`config.mk`:
```
export PLATFORM = sky130hd
export DESIGN_NAME = fault_status_tree
export DESIGN_NICKNAME = d
export VERILOG_FILES = /design/src/rtl/fault_tree_pkg.sv /design/src/rtl/fault_leaf_reg.sv /design/src/rtl/fault_summary.sv /design/src/rtl/fault_regmap.sv /design/src/rtl/fault_status_tree.sv
export SDC_FILE = /design/constraint.sdc
export NUM_CORES = 1
export LEC_CHECK = 0
export CELL_PAD_IN_SITES_DETAIL_PLACEMENT = 1
export CELL_PAD_IN_SITES_GLOBAL_PLACEMENT = 1
export CORE_ASPECT_RATIO = 0.9
export CORE_MARGIN = 8
export CORE_UTILIZATION = 31
export DETAILED_ROUTE_END_ITERATION = 8
export PLACE_DENSITY = 0.87
export SYNTH_ARGS = -nofsm -noshare
export SYNTH_HDL_FRONTEND = slang
export SYNTH_SLANG_ARGS = --single-unit
```
`constraint.sdc`:
```
create_clock -name clk -period 2.45 [get_ports clk]
set_clock_uncertainty 0.15 [all_clocks]
set_input_delay 0.245 -clock clk [delete_from_list [all_inputs] [get_ports clk]]
set_output_delay 0.245 -clock clk [all_outputs]
set_load 0.01 [all_outputs]
```
`src/rtl/fault_tree_pkg.sv`:
```
package fault_tree_pkg;
   localparam int NUM_LEAF = 7;

   typedef enum logic [2:0] {
      LF_UVF = 3'd0,
      LF_UVS = 3'd1,
      LF_OVF = 3'd2,
      LF_OVS = 3'd3,
      LF_CTL = 3'd4,
      LF_TST = 3'd5,
      LF_VND = 3'd6
   } leaf_e;

   localparam logic [7:0] GLB_ADDR = 8'h10;
   localparam logic [7:0] MON_ADDR = 8'h11;

   function automatic logic [7:0] leaf_addr(input int idx);
      case (idx)
         0:       return 8'h12;
         1:       return 8'h14;
         2:       return 8'h16;
         3:       return 8'h18;
         4:       return 8'h22;
         5:       return 8'h23;
         default: return 8'h24;
      endcase
   endfunction
endpackage

```
`src/rtl/fault_leaf_reg.sv`:
```
module fault_leaf_reg #(
   parameter int              DATA_W     = 8,
   parameter logic [DATA_W-1:0] IMPL_MASK  = '0,
   parameter logic [DATA_W-1:0] EVENT_MASK = '0,
   parameter logic [DATA_W-1:0] FORCE_MASK = '0
) (
   input  logic              clk,
   input  logic              rst_n,
   input  logic [DATA_W-1:0] raw_i,
   input  logic [DATA_W-1:0] en_i,
   input  logic              wr_hit_i,
   input  logic [DATA_W-1:0] wdata_i,
   output logic [DATA_W-1:0] q_o
);
   if ((EVENT_MASK & ~IMPL_MASK) != '0) begin : g_chk_event
      $error("fault_leaf_reg: EVENT_MASK names unimplemented bits");
   end
   if ((FORCE_MASK & ~IMPL_MASK) != '0) begin : g_chk_force
      $error("fault_leaf_reg: FORCE_MASK names unimplemented bits");
   end

   for (genvar b = 0; b < DATA_W; b++) begin : g_bit
      if (IMPL_MASK[b]) begin : g_impl
         logic armed;
         logic set_now;
         logic clr_ok;
         logic clr_now;
         logic bit_q;

         if (FORCE_MASK[b]) begin : g_force
            assign armed = 1'b1;
         end else begin : g_gated
            assign armed = en_i[b];
         end

         if (EVENT_MASK[b]) begin : g_event
            assign clr_ok = 1'b1;
         end else begin : g_cond
            assign clr_ok = ~raw_i[b];
         end

         assign set_now = raw_i[b] & armed;
         assign clr_now = wr_hit_i & wdata_i[b] & clr_ok;

         always_ff @(posedge clk or negedge rst_n) begin
            if (!rst_n)       bit_q <= 1'b0;
            else if (set_now) bit_q <= 1'b1;
            else if (clr_now) bit_q <= 1'b0;
         end
         assign q_o[b] = bit_q;

         p_enabled_set_r2: assert property (@(posedge clk) disable iff (!rst_n)
            raw_i[b] && (en_i[b] || FORCE_MASK[b]) |=> bit_q);
         p_sticky_hold_r2: assert property (@(posedge clk) disable iff (!rst_n)
            bit_q && !(wr_hit_i && wdata_i[b]) |=> bit_q);
         p_disabled_quiet_r6: assert property (@(posedge clk) disable iff (!rst_n)
            !bit_q && !(raw_i[b] && (en_i[b] || FORCE_MASK[b])) |=> !bit_q);
         p_set_beats_clear_r8: assert property (@(posedge clk) disable iff (!rst_n)
            raw_i[b] && (en_i[b] || FORCE_MASK[b]) && wr_hit_i && wdata_i[b] |=> bit_q);

         if (EVENT_MASK[b]) begin : g_evt_chk
            p_event_clear_r5: assert property (@(posedge clk) disable iff (!rst_n)
               wr_hit_i && wdata_i[b] && !(raw_i[b] && (en_i[b] || FORCE_MASK[b]))
               |=> !bit_q);
         end else begin : g_cond_chk
            p_cond_blocked_r3: assert property (@(posedge clk) disable iff (!rst_n)
               bit_q && raw_i[b] |=> bit_q);
            p_cond_clear_r4: assert property (@(posedge clk) disable iff (!rst_n)
               wr_hit_i && wdata_i[b] && !raw_i[b] |=> !bit_q);
         end
      end else begin : g_rsvd
         assign q_o[b] = 1'b0;
      end
   end
endmodule

```
`src/rtl/fault_summary.sv`:
```
module fault_summary
   import fault_tree_pkg::*;
#(
   parameter int DATA_W = 8
) (
   input  logic [NUM_LEAF-1:0][DATA_W-1:0] leaf_i,
   output logic [DATA_W-1:0]               mon_o,
   output logic [DATA_W-1:0]               glb_o,
   output logic                            irq_n_o
);
   localparam int NUM_MON = 4;

   if (DATA_W < 8) begin : g_chk_w
      $error("fault_summary: DATA_W must be at least 8");
   end

   always_comb begin
      mon_o = '0;
      for (int k = 0; k < NUM_MON; k++) mon_o[k] = |leaf_i[k];
   end

   always_comb begin
      glb_o    = '0;
      glb_o[0] = |mon_o;
      glb_o[1] = |leaf_i[LF_CTL];
      glb_o[2] = |leaf_i[LF_TST];
      glb_o[7] = |leaf_i[LF_VND];
   end

   assign irq_n_o = ~|glb_o;

   always_comb begin
      p_irq_level_r12: assert (irq_n_o == (leaf_i == '0));
   end
endmodule

```
`src/rtl/fault_regmap.sv`:
```
module fault_regmap
   import fault_tree_pkg::*;
#(
   parameter int ADDR_W = 8,
   parameter int DATA_W = 8
) (
   input  logic                            clk,
   input  logic                            rst_n,
   input  logic [ADDR_W-1:0]               addr_i,
   input  logic                            wr_i,
   input  logic [NUM_LEAF-1:0][DATA_W-1:0] leaf_i,
   input  logic [DATA_W-1:0]               mon_i,
   input  logic [DATA_W-1:0]               glb_i,
   output logic [NUM_LEAF-1:0]             hit_o,
   output logic [DATA_W-1:0]               rdata_o
);
   if (ADDR_W < 8) begin : g_chk_a
      $error("fault_regmap: ADDR_W must be at least 8");
   end

   for (genvar k = 0; k < NUM_LEAF; k++) begin : g_hit
      assign hit_o[k] = wr_i && (addr_i == ADDR_W'(leaf_addr(k)));
   end

   always_comb begin
      rdata_o = '0;
      for (int k = 0; k < NUM_LEAF; k++) begin
         if (addr_i == ADDR_W'(leaf_addr(k))) rdata_o = leaf_i[k];
      end
      if (addr_i == ADDR_W'(MON_ADDR)) rdata_o = mon_i;
      if (addr_i == ADDR_W'(GLB_ADDR)) rdata_o = glb_i;
   end

   p_single_hit_r13: assert property (@(posedge clk) disable iff (!rst_n)
      $onehot0(hit_o));
   p_hit_needs_wr_r13: assert property (@(posedge clk) disable iff (!rst_n)
      !wr_i |-> hit_o == '0);
endmodule

```
`src/rtl/fault_status_tree.sv`:
```
module fault_status_tree
   import fault_tree_pkg::*;
#(
   parameter int ADDR_W = 8,
   parameter int DATA_W = 8,
   parameter int NUM_CH = 3,
   parameter int CH_LSB = 1
) (
   input  logic              clk,
   input  logic              rst_n,
   input  logic [ADDR_W-1:0] reg_addr,
   input  logic [DATA_W-1:0] reg_wdata,
   input  logic              reg_wr,
   output logic [DATA_W-1:0] reg_rdata,
   input  logic [NUM_CH-1:0] uvf_raw,
   input  logic [NUM_CH-1:0] uvf_en,
   input  logic [NUM_CH-1:0] uvs_raw,
   input  logic [NUM_CH-1:0] uvs_en,
   input  logic [NUM_CH-1:0] ovf_raw,
   input  logic [NUM_CH-1:0] ovf_en,
   input  logic [NUM_CH-1:0] ovs_raw,
   input  logic [NUM_CH-1:0] ovs_en,
   input  logic [4:0]        ctl_raw,
   input  logic [4:0]        ctl_en,
   input  logic [3:0]        tst_raw,
   input  logic [3:0]        tst_en,
   input  logic [6:0]        vnd_raw,
   input  logic [6:0]        vnd_en,
   output logic              irq_n
);
   localparam logic [DATA_W-1:0] CH_MASK   = DATA_W'(((1 << NUM_CH) - 1) << CH_LSB);
   localparam logic [DATA_W-1:0] CTL_IMPL  = DATA_W'(8'h1D);
   localparam logic [DATA_W-1:0] CTL_EVENT = DATA_W'(8'h11);
   localparam logic [DATA_W-1:0] CTL_FORCE = DATA_W'(8'h08);
   localparam logic [DATA_W-1:0] TST_IMPL  = DATA_W'(8'h0F);
   localparam logic [DATA_W-1:0] TST_EVENT = DATA_W'(8'h0F);
   localparam logic [DATA_W-1:0] TST_FORCE = DATA_W'(8'h04);
   localparam logic [DATA_W-1:0] VND_IMPL  = DATA_W'(8'h7F);

   if (DATA_W < 8) begin : g_chk_w
      $error("fault_status_tree: DATA_W must be at least 8");
   end
   if (NUM_CH < 1 || CH_LSB + NUM_CH > DATA_W) begin : g_chk_ch
      $error("fault_status_tree: channel field does not fit the data width");
   end

   logic [NUM_LEAF-1:0][DATA_W-1:0] leaf_raw;
   logic [NUM_LEAF-1:0][DATA_W-1:0] leaf_en;
   logic [NUM_LEAF-1:0][DATA_W-1:0] leaf_q;
   logic [NUM_LEAF-1:0]             leaf_hit;
   logic [DATA_W-1:0]               mon_sum;
   logic [DATA_W-1:0]               glb_sum;

   always_comb begin
      leaf_raw[LF_UVF] = DATA_W'(uvf_raw) << CH_LSB;
      leaf_en [LF_UVF] = DATA_W'(uvf_en)  << CH_LSB;
      leaf_raw[LF_UVS] = DATA_W'(uvs_raw) << CH_LSB;
      leaf_en [LF_UVS] = DATA_W'(uvs_en)  << CH_LSB;
      leaf_raw[LF_OVF] = DATA_W'(ovf_raw) << CH_LSB;
      leaf_en [LF_OVF] = DATA_W'(ovf_en)  << CH_LSB;
      leaf_raw[LF_OVS] = DATA_W'(ovs_raw) << CH_LSB;
      leaf_en [LF_OVS] = DATA_W'(ovs_en)  << CH_LSB;
      leaf_raw[LF_CTL] = DATA_W'(ctl_raw);
      leaf_en [LF_CTL] = DATA_W'(ctl_en);
      leaf_raw[LF_TST] = DATA_W'(tst_raw);
      leaf_en [LF_TST] = DATA_W'(tst_en);
      leaf_raw[LF_VND] = DATA_W'(vnd_raw);
      leaf_en [LF_VND] = DATA_W'(vnd_en);
   end

   for (genvar k = 0; k < NUM_LEAF; k++) begin : g_leaf
      localparam logic [DATA_W-1:0] IMPL  = (k < 4) ? CH_MASK :
                                            (k == 4) ? CTL_IMPL :
                                            (k == 5) ? TST_IMPL : VND_IMPL;
      localparam logic [DATA_W-1:0] EVENT = (k == 4) ? CTL_EVENT :
                                            (k == 5) ? TST_EVENT : '0;
      localparam logic [DATA_W-1:0] FORCE = (k == 4) ? CTL_FORCE :
                                            (k == 5) ? TST_FORCE : '0;
      fault_leaf_reg #(
         .DATA_W    (DATA_W),
         .IMPL_MASK (IMPL),
         .EVENT_MASK(EVENT),
         .FORCE_MASK(FORCE)
      ) i_leaf (
         .clk     (clk),
         .rst_n   (rst_n),
         .raw_i   (leaf_raw[k]),
         .en_i    (leaf_en[k]),
         .wr_hit_i(leaf_hit[k]),
         .wdata_i (reg_wdata),
         .q_o     (leaf_q[k])
      );
   end

   fault_summary #(.DATA_W(DATA_W)) i_summary (
      .leaf_i (leaf_q),
      .mon_o  (mon_sum),
      .glb_o  (glb_sum),
      .irq_n_o(irq_n)
   );

   fault_regmap #(.ADDR_W(ADDR_W), .DATA_W(DATA_W)) i_regmap (
      .clk    (clk),
      .rst_n  (rst_n),
      .addr_i (reg_addr),
      .wr_i   (reg_wr),
      .leaf_i (leaf_q),
      .mon_i  (mon_sum),
      .glb_i  (glb_sum),
      .hit_o  (leaf_hit),
      .rdata_o(reg_rdata)
   );

   p_irq_hold_r12: assert property (@(posedge clk) disable iff (!rst_n)
      !irq_n && !reg_wr |=> !irq_n);
   p_quiet_stays_r1: assert property (@(posedge clk) disable iff (!rst_n)
      irq_n && leaf_raw == '0 |=> irq_n);
endmodule

```
Yosys cells after proc, flatten, opt, wreduce, memory -nomap -nowiden
Index checks and enable logic that the tools add are counted.
{"block": "op_classes", "n_eq_ne": 9, "n_mux": 63, "bitwise": 94, "reduce_logical": 44}
{"cell": "$and 1x1->1", "count": 73}
{"cell": "$mux 1", "count": 54}
{"cell": "$reduce_bool 2->1", "count": 27}
{"cell": "$eq 8x5->1 const B", "count": 6}
{"cell": "$reduce_or 27->1", "count": 1}
{"cell": "$eq 8x6->1 const B", "count": 3}
{"cell": "$not 1->1", "count": 21}
{"cell": "$mux 4", "count": 4}
{"cell": "$mux 7", "count": 2}
{"cell": "$reduce_or 12->1", "count": 1}
{"cell": "$reduce_or 3->1", "count": 4}
{"cell": "$mux 5", "count": 2}
{"cell": "$mux 8", "count": 1}
{"cell": "$reduce_or 4->1", "count": 2}
{"cell": "$logic_and 1x1->1", "count": 7}
{"cell": "$reduce_or 7->1", "count": 1}
{"cell": "$logic_not 1->1", "count": 1}
{"block": "word_totals", "regBits": 27}

Longest topological paths before layout
{"block": "depth", "word_depth": 10, "ltp_mapped": 7}

Cells and area by module
From an unflattened synthesis, not the netlist that was laid out.
{"block": "unflattened", "hier_cells": 356, "hier_area_um2": 2775.2}
{"mod": "fault_regmap", "n_inst": 1, "cells_per_inst": 156, "area_per_inst_um2": 1036.0, "seq_area_each_um2": 0.0}
{"mod": "fault_leaf_reg (g_leaf[0].i_leaf ...)", "n_inst": 4, "cells_per_inst": 21, "area_per_inst_um2": 183.9, "seq_area_each_um2": 75.1}
{"mod": "fault_leaf_reg (g_leaf[6].i_leaf)", "n_inst": 1, "cells_per_inst": 37, "area_per_inst_um2": 344.1, "seq_area_each_um2": 175.2}
{"mod": "fault_summary", "n_inst": 1, "cells_per_inst": 35, "area_per_inst_um2": 227.7, "seq_area_each_um2": 0.0}
{"mod": "fault_leaf_reg (g_leaf[4].i_leaf)", "n_inst": 1, "cells_per_inst": 22, "area_per_inst_um2": 215.2, "seq_area_each_um2": 100.1}
{"mod": "fault_leaf_reg (g_leaf[5].i_leaf)", "n_inst": 1, "cells_per_inst": 21, "area_per_inst_um2": 212.7, "seq_area_each_um2": 100.1}
{"mod": "fault_status_tree", "n_inst": 1, "cells_per_inst": 1, "area_per_inst_um2": 3.8, "seq_area_each_um2": 0.0}

Worst setup path before layout
No wires, ideal clock.
{"block": "synth_path", "path_kind": "register -> output", "from": "reg g_leaf[6].i_leaf.g_bit[2].g_impl.bit_q", "to": "out irq_n", "arrival_ns": 1.413, "setup_slack_ns": 0.642, "path_stages_with_launch": 4, "path_buffers": 0, "path_cell_list": "dfrtp_1 > or4_1 > nor4_1 > nor4b_2"}
{"block": "synth_via", "elab_chain_len": 2}
{"item": "start: declaration", "line_no": "fault_leaf_reg.sv:28", "rtl": "logic bit_q;"}
{"item": "start signal: assignment", "line_no": "fault_leaf_reg.sv:46", "rtl": "if (!rst_n) bit_q <= 1'b0;"}
{"item": "start signal: assignment", "line_no": "fault_leaf_reg.sv:47", "rtl": "else if (set_now) bit_q <= 1'b1;"}
{"item": "start signal: assignment", "line_no": "fault_leaf_reg.sv:48", "rtl": "else if (clr_now) bit_q <= 1'b0;"}
{"item": "$reduce_or 27->1", "line_no": "fault_summary.sv:30", "rtl": "assign irq_n_o = ~|glb_o;"}
{"item": "$logic_not 1->1", "line_no": "fault_summary.sv:30"}
{"item": "end: declaration", "line_no": "fault_status_tree.sv:29", "rtl": "output logic irq_n"}
Every way passes these cells.

Final worst setup path
{"block": "layout_path", "from": "in reg_addr[4]", "to": "out reg_rdata[3]"}
{"block": "layout_via", "elab_chain_len": 10, "elab_cells_between_ends": 18}
{"item": "start: declaration", "line_no": "fault_status_tree.sv:11", "rtl": "input logic [ADDR_W-1:0] reg_addr,"}
{"item": "$eq 8x5->1", "line_no": "fault_regmap.sv:28", "rtl": "if (addr_i == ADDR_W'(leaf_addr(k))) rdata_o = leaf_i[k];"}
{"item": "$mux 4 (4 in series)", "line_no": "fault_regmap.sv:28"}
{"item": "$mux 5 (2 in series)", "line_no": "fault_regmap.sv:28"}
{"item": "$mux 7", "line_no": "fault_regmap.sv:28"}
{"item": "$mux 7", "line_no": "fault_regmap.sv:30", "rtl": "if (addr_i == ADDR_W'(MON_ADDR)) rdata_o = mon_i;"}
{"item": "$mux 8 *", "line_no": "fault_regmap.sv:31", "rtl": "if (addr_i == ADDR_W'(GLB_ADDR)) rdata_o = glb_i;"}
{"item": "end: declaration", "line_no": "fault_status_tree.sv:14", "rtl": "output logic [DATA_W-1:0] reg_rdata,"}
Mark *: on every way between the ends. The rest lies on a longest branch, timed or not.

==> results.ini <==
[drt]
wl_met1_um = 3450
drt_wl_total_um = 7820
vias = 2023
met3WireLength_um = 368
drc = 0
dr.pass1.iters = 4
dr_wl_met2_um = 3890
postRouteAntennaNets = 0
routed_via_density = 5.32
wire_per_inst_um = 20.6
top_layer = met4
drt_iter0_markers = 99

[sta]
hold_viol = 0
setup_violations = 0
fmax_mhz = 415
maxSlewHeadroom = 0.717
fin_crit_ns = 2.41
period_share = 0.983
slew_violations = 0
fin_ws_ns = 0.0421
tightest_slew_ns = 0.421

[clock_tree]
clock_path_buffers = 2
clk_pin_slew_worst_paths_ns = 0.10
clock_sinks = 27
postCtsHoldBufs = 0
cts_buffers = 3
h-tree-depth = 1
clk_latency_ns = 0.28
cts_tree = done
cts_root_buf = clkbuf_8

[hold_path]
hp-class = in2async

[synth]
ys_top_cells_by_area = dfrtp_1 39%, a21oi_1 7.0%, nand2_1 4.8%
async_flop_share = 1.00
synth_top_area_cell = dfrtp_1
avgSynthCellArea_sq_um = 8.68
synth-seq-cells = 27
syn_area_sq_um = 1730
synth-edff-count = 0
synth_top_area_share = 0.391
synth.distinct_cells = 48
ys.flop_type = dfrtp_1
seq_area_frac_synth = 0.391
synth_warnings = 0
syn_inst = 199
syn-num-nets = 274

[global_route]
grt_pass1_vias = 2323
globalRouteOverflowTotal = 0
track_usage = 0.195
grt_pass1_wl_um = 12500
antenna_found_initial = 0
grt_max_degree = 28

[floorplan]
die_w_um = 94.7
io_pins = 84
die_h_um = 86.8
initial_core_util = 0.325
core_sq_um = 5320
die-area_sq_um = 8220
rows = 25

[final_layout]
nets = 389
regMostFlops = g_leaf.i_leaf.g_bit.g_impl.bit_q
diodes = 0
largestRegisters = g_leaf.i_leaf.g_bit.g_impl.bit_q (27)
synthToLayoutAreaGrowth_pct = 71.6
largest_reg_flops = 27
drive_gt1_frac = 0.214
final_core_util = 0.557
fill_cells = 613

[critical_path]
reg2reg_to = g_leaf[6].i_leaf.g_bit[1].g_impl.bit_q
critPathKind = in2out
critPathLaunchType = input port
cp.arrival_ns = 2.01
reg2regPathDepth = 3
required_ns = 2.06
regToRegStartpoint = g_leaf[6].i_leaf.g_bit[1].g_impl.bit_q
cp_max_fo = 4
setup.worst_path.start = reg_addr[4]
crit_path_end_kind = output pin
reg2reg_setup_slack_ns = 1.41

[run_status]
status = finished, final reports clean

[place]
dp_hpwl_um = 6240
dp_slack_ns = -0.450
place_congestion = 0.912
port_buffers = 78

[power_and_ir_drop]
power_mw = 0.977
power.density_nw_per_um2 = 330
peakVddDrop_mv = 0.195
leakage_nw = 1.16

[run]
maxCapViolCount = 0

metal layers:
metal | track usage | vias to the layer above
met2 | 0.335 | 59
met1 | 0.243 | 989
met5 | 0 | -
met4 | 0.0482 | 0
li1 | - | 965
met3 | 0.0371 | 10
where the power goes:
group / internal (mW) / leakage [nW] / switching [mW]
Clock: 0.117 / 0.0228 / 0.154
Combinational: 0.153 / 0.902 / 0.100
Sequential: 0.449 / 0.238 / 0.00366
Total: 0.720 / 1.16 / 0.258
synth_stat cells (5+ instances only):
cell and number:
a21oi_1 24, o21ai_0 5, dfrtp_1 27, nand2_1 22
nor2_1 18, inv_1 11, a22o_1 5, a31oi_1 12
nor3b_1 11, nor3_1 9
layout make-up:
| class | count | area [sq um] | area share |
|---|---|---|---|
| clock buffers | 4 | 45.0 | 0.0152 |
| inverters | 11 | 41.3 | 0.0139 |
| multi-input cells | 155 | 1060 | 0.357 |
| flip-flops and latches | 27 | 676 | 0.228 |
| well taps | 67 | 83.8 | 0.0283 |
| repair buffers | 116 | 1060 | 0.357 |
layout by cell type, fill, tap and decap left out, types with 3 or more instances in the layout:
| master | instances |
|---|---|
| clkdlybuf4s50_1 | 65 |
| buf_4 | 36 |
| dfrtp_1 | 27 |
| a21oi_1 | 24 |
| nand2_1 | 22 |
| nor2_1 | 17 |
| a31oi_1 | 12 |
| inv_1 | 11 |
| nor3b_1 | 10 |
| dlygate4sd2_1 | 8 |
| nor3_1 | 5 |
| a22o_1 | 5 |
| nor3_2 | 4 |
| nand2b_1 | 3 |
| o21ai_0 | 3 |
| o22ai_1 | 3 |
| mux2_2 | 3 |
| clkbuf_8 | 3 |
through the flow:
step                      cells  TNS (ns)  instance area (sq um)  hold WS [ns]
after CTS                   380         0                   2920         0.211
final                       380         0                   2960         0.202
after floorplan             199         0                   1730        -0.201
after detailed placement    374     -2.59                   2820         0.372
after global placement      374     -2.07                   2820         0.358
after global routing        380   -0.0319                   2960         0.223
worst max path at each step:
stage | endpoint | depth (start not counted)
after floorplan | irq_n | 3
after detailed placement | reg_rdata[3] | 7
after CTS | reg_rdata[7] | 4
final | reg_rdata[3] | 6
after global placement | reg_rdata[3] | 7
after global routing | reg_rdata[2] | 7
cell families (layout without fill, tap and decap cells):
group / Yosys count / after routing / share of synthesized area
and+or+nand+nor: 89 / 89 / 0.298
AOI/OAI and AO/OA: 62 / 62 / 0.236
DFF: 27 / 27 / 0.391
buffers and inverters: 17 / 131 / 0.0493
muxes: 4 / 4 / 0.0254
worst max-delay path, stage by stage:
cell and delay (ns):
clkdlybuf4s50_1 0.48, and2b_1 0.16, nand2_1 0.10, or4_4 0.46
o311ai_2 0.26, dlygate4sd2_1 0.31
timing repair:
action | CTS | global route
cloned | 1 | 0
pin swaps | 1 | 0
setup buffers | 1 | 0
gates resized for setup | 23 | 16
setup endpoints to repair | 9 | 5
(Power assumes the default switching activity.)
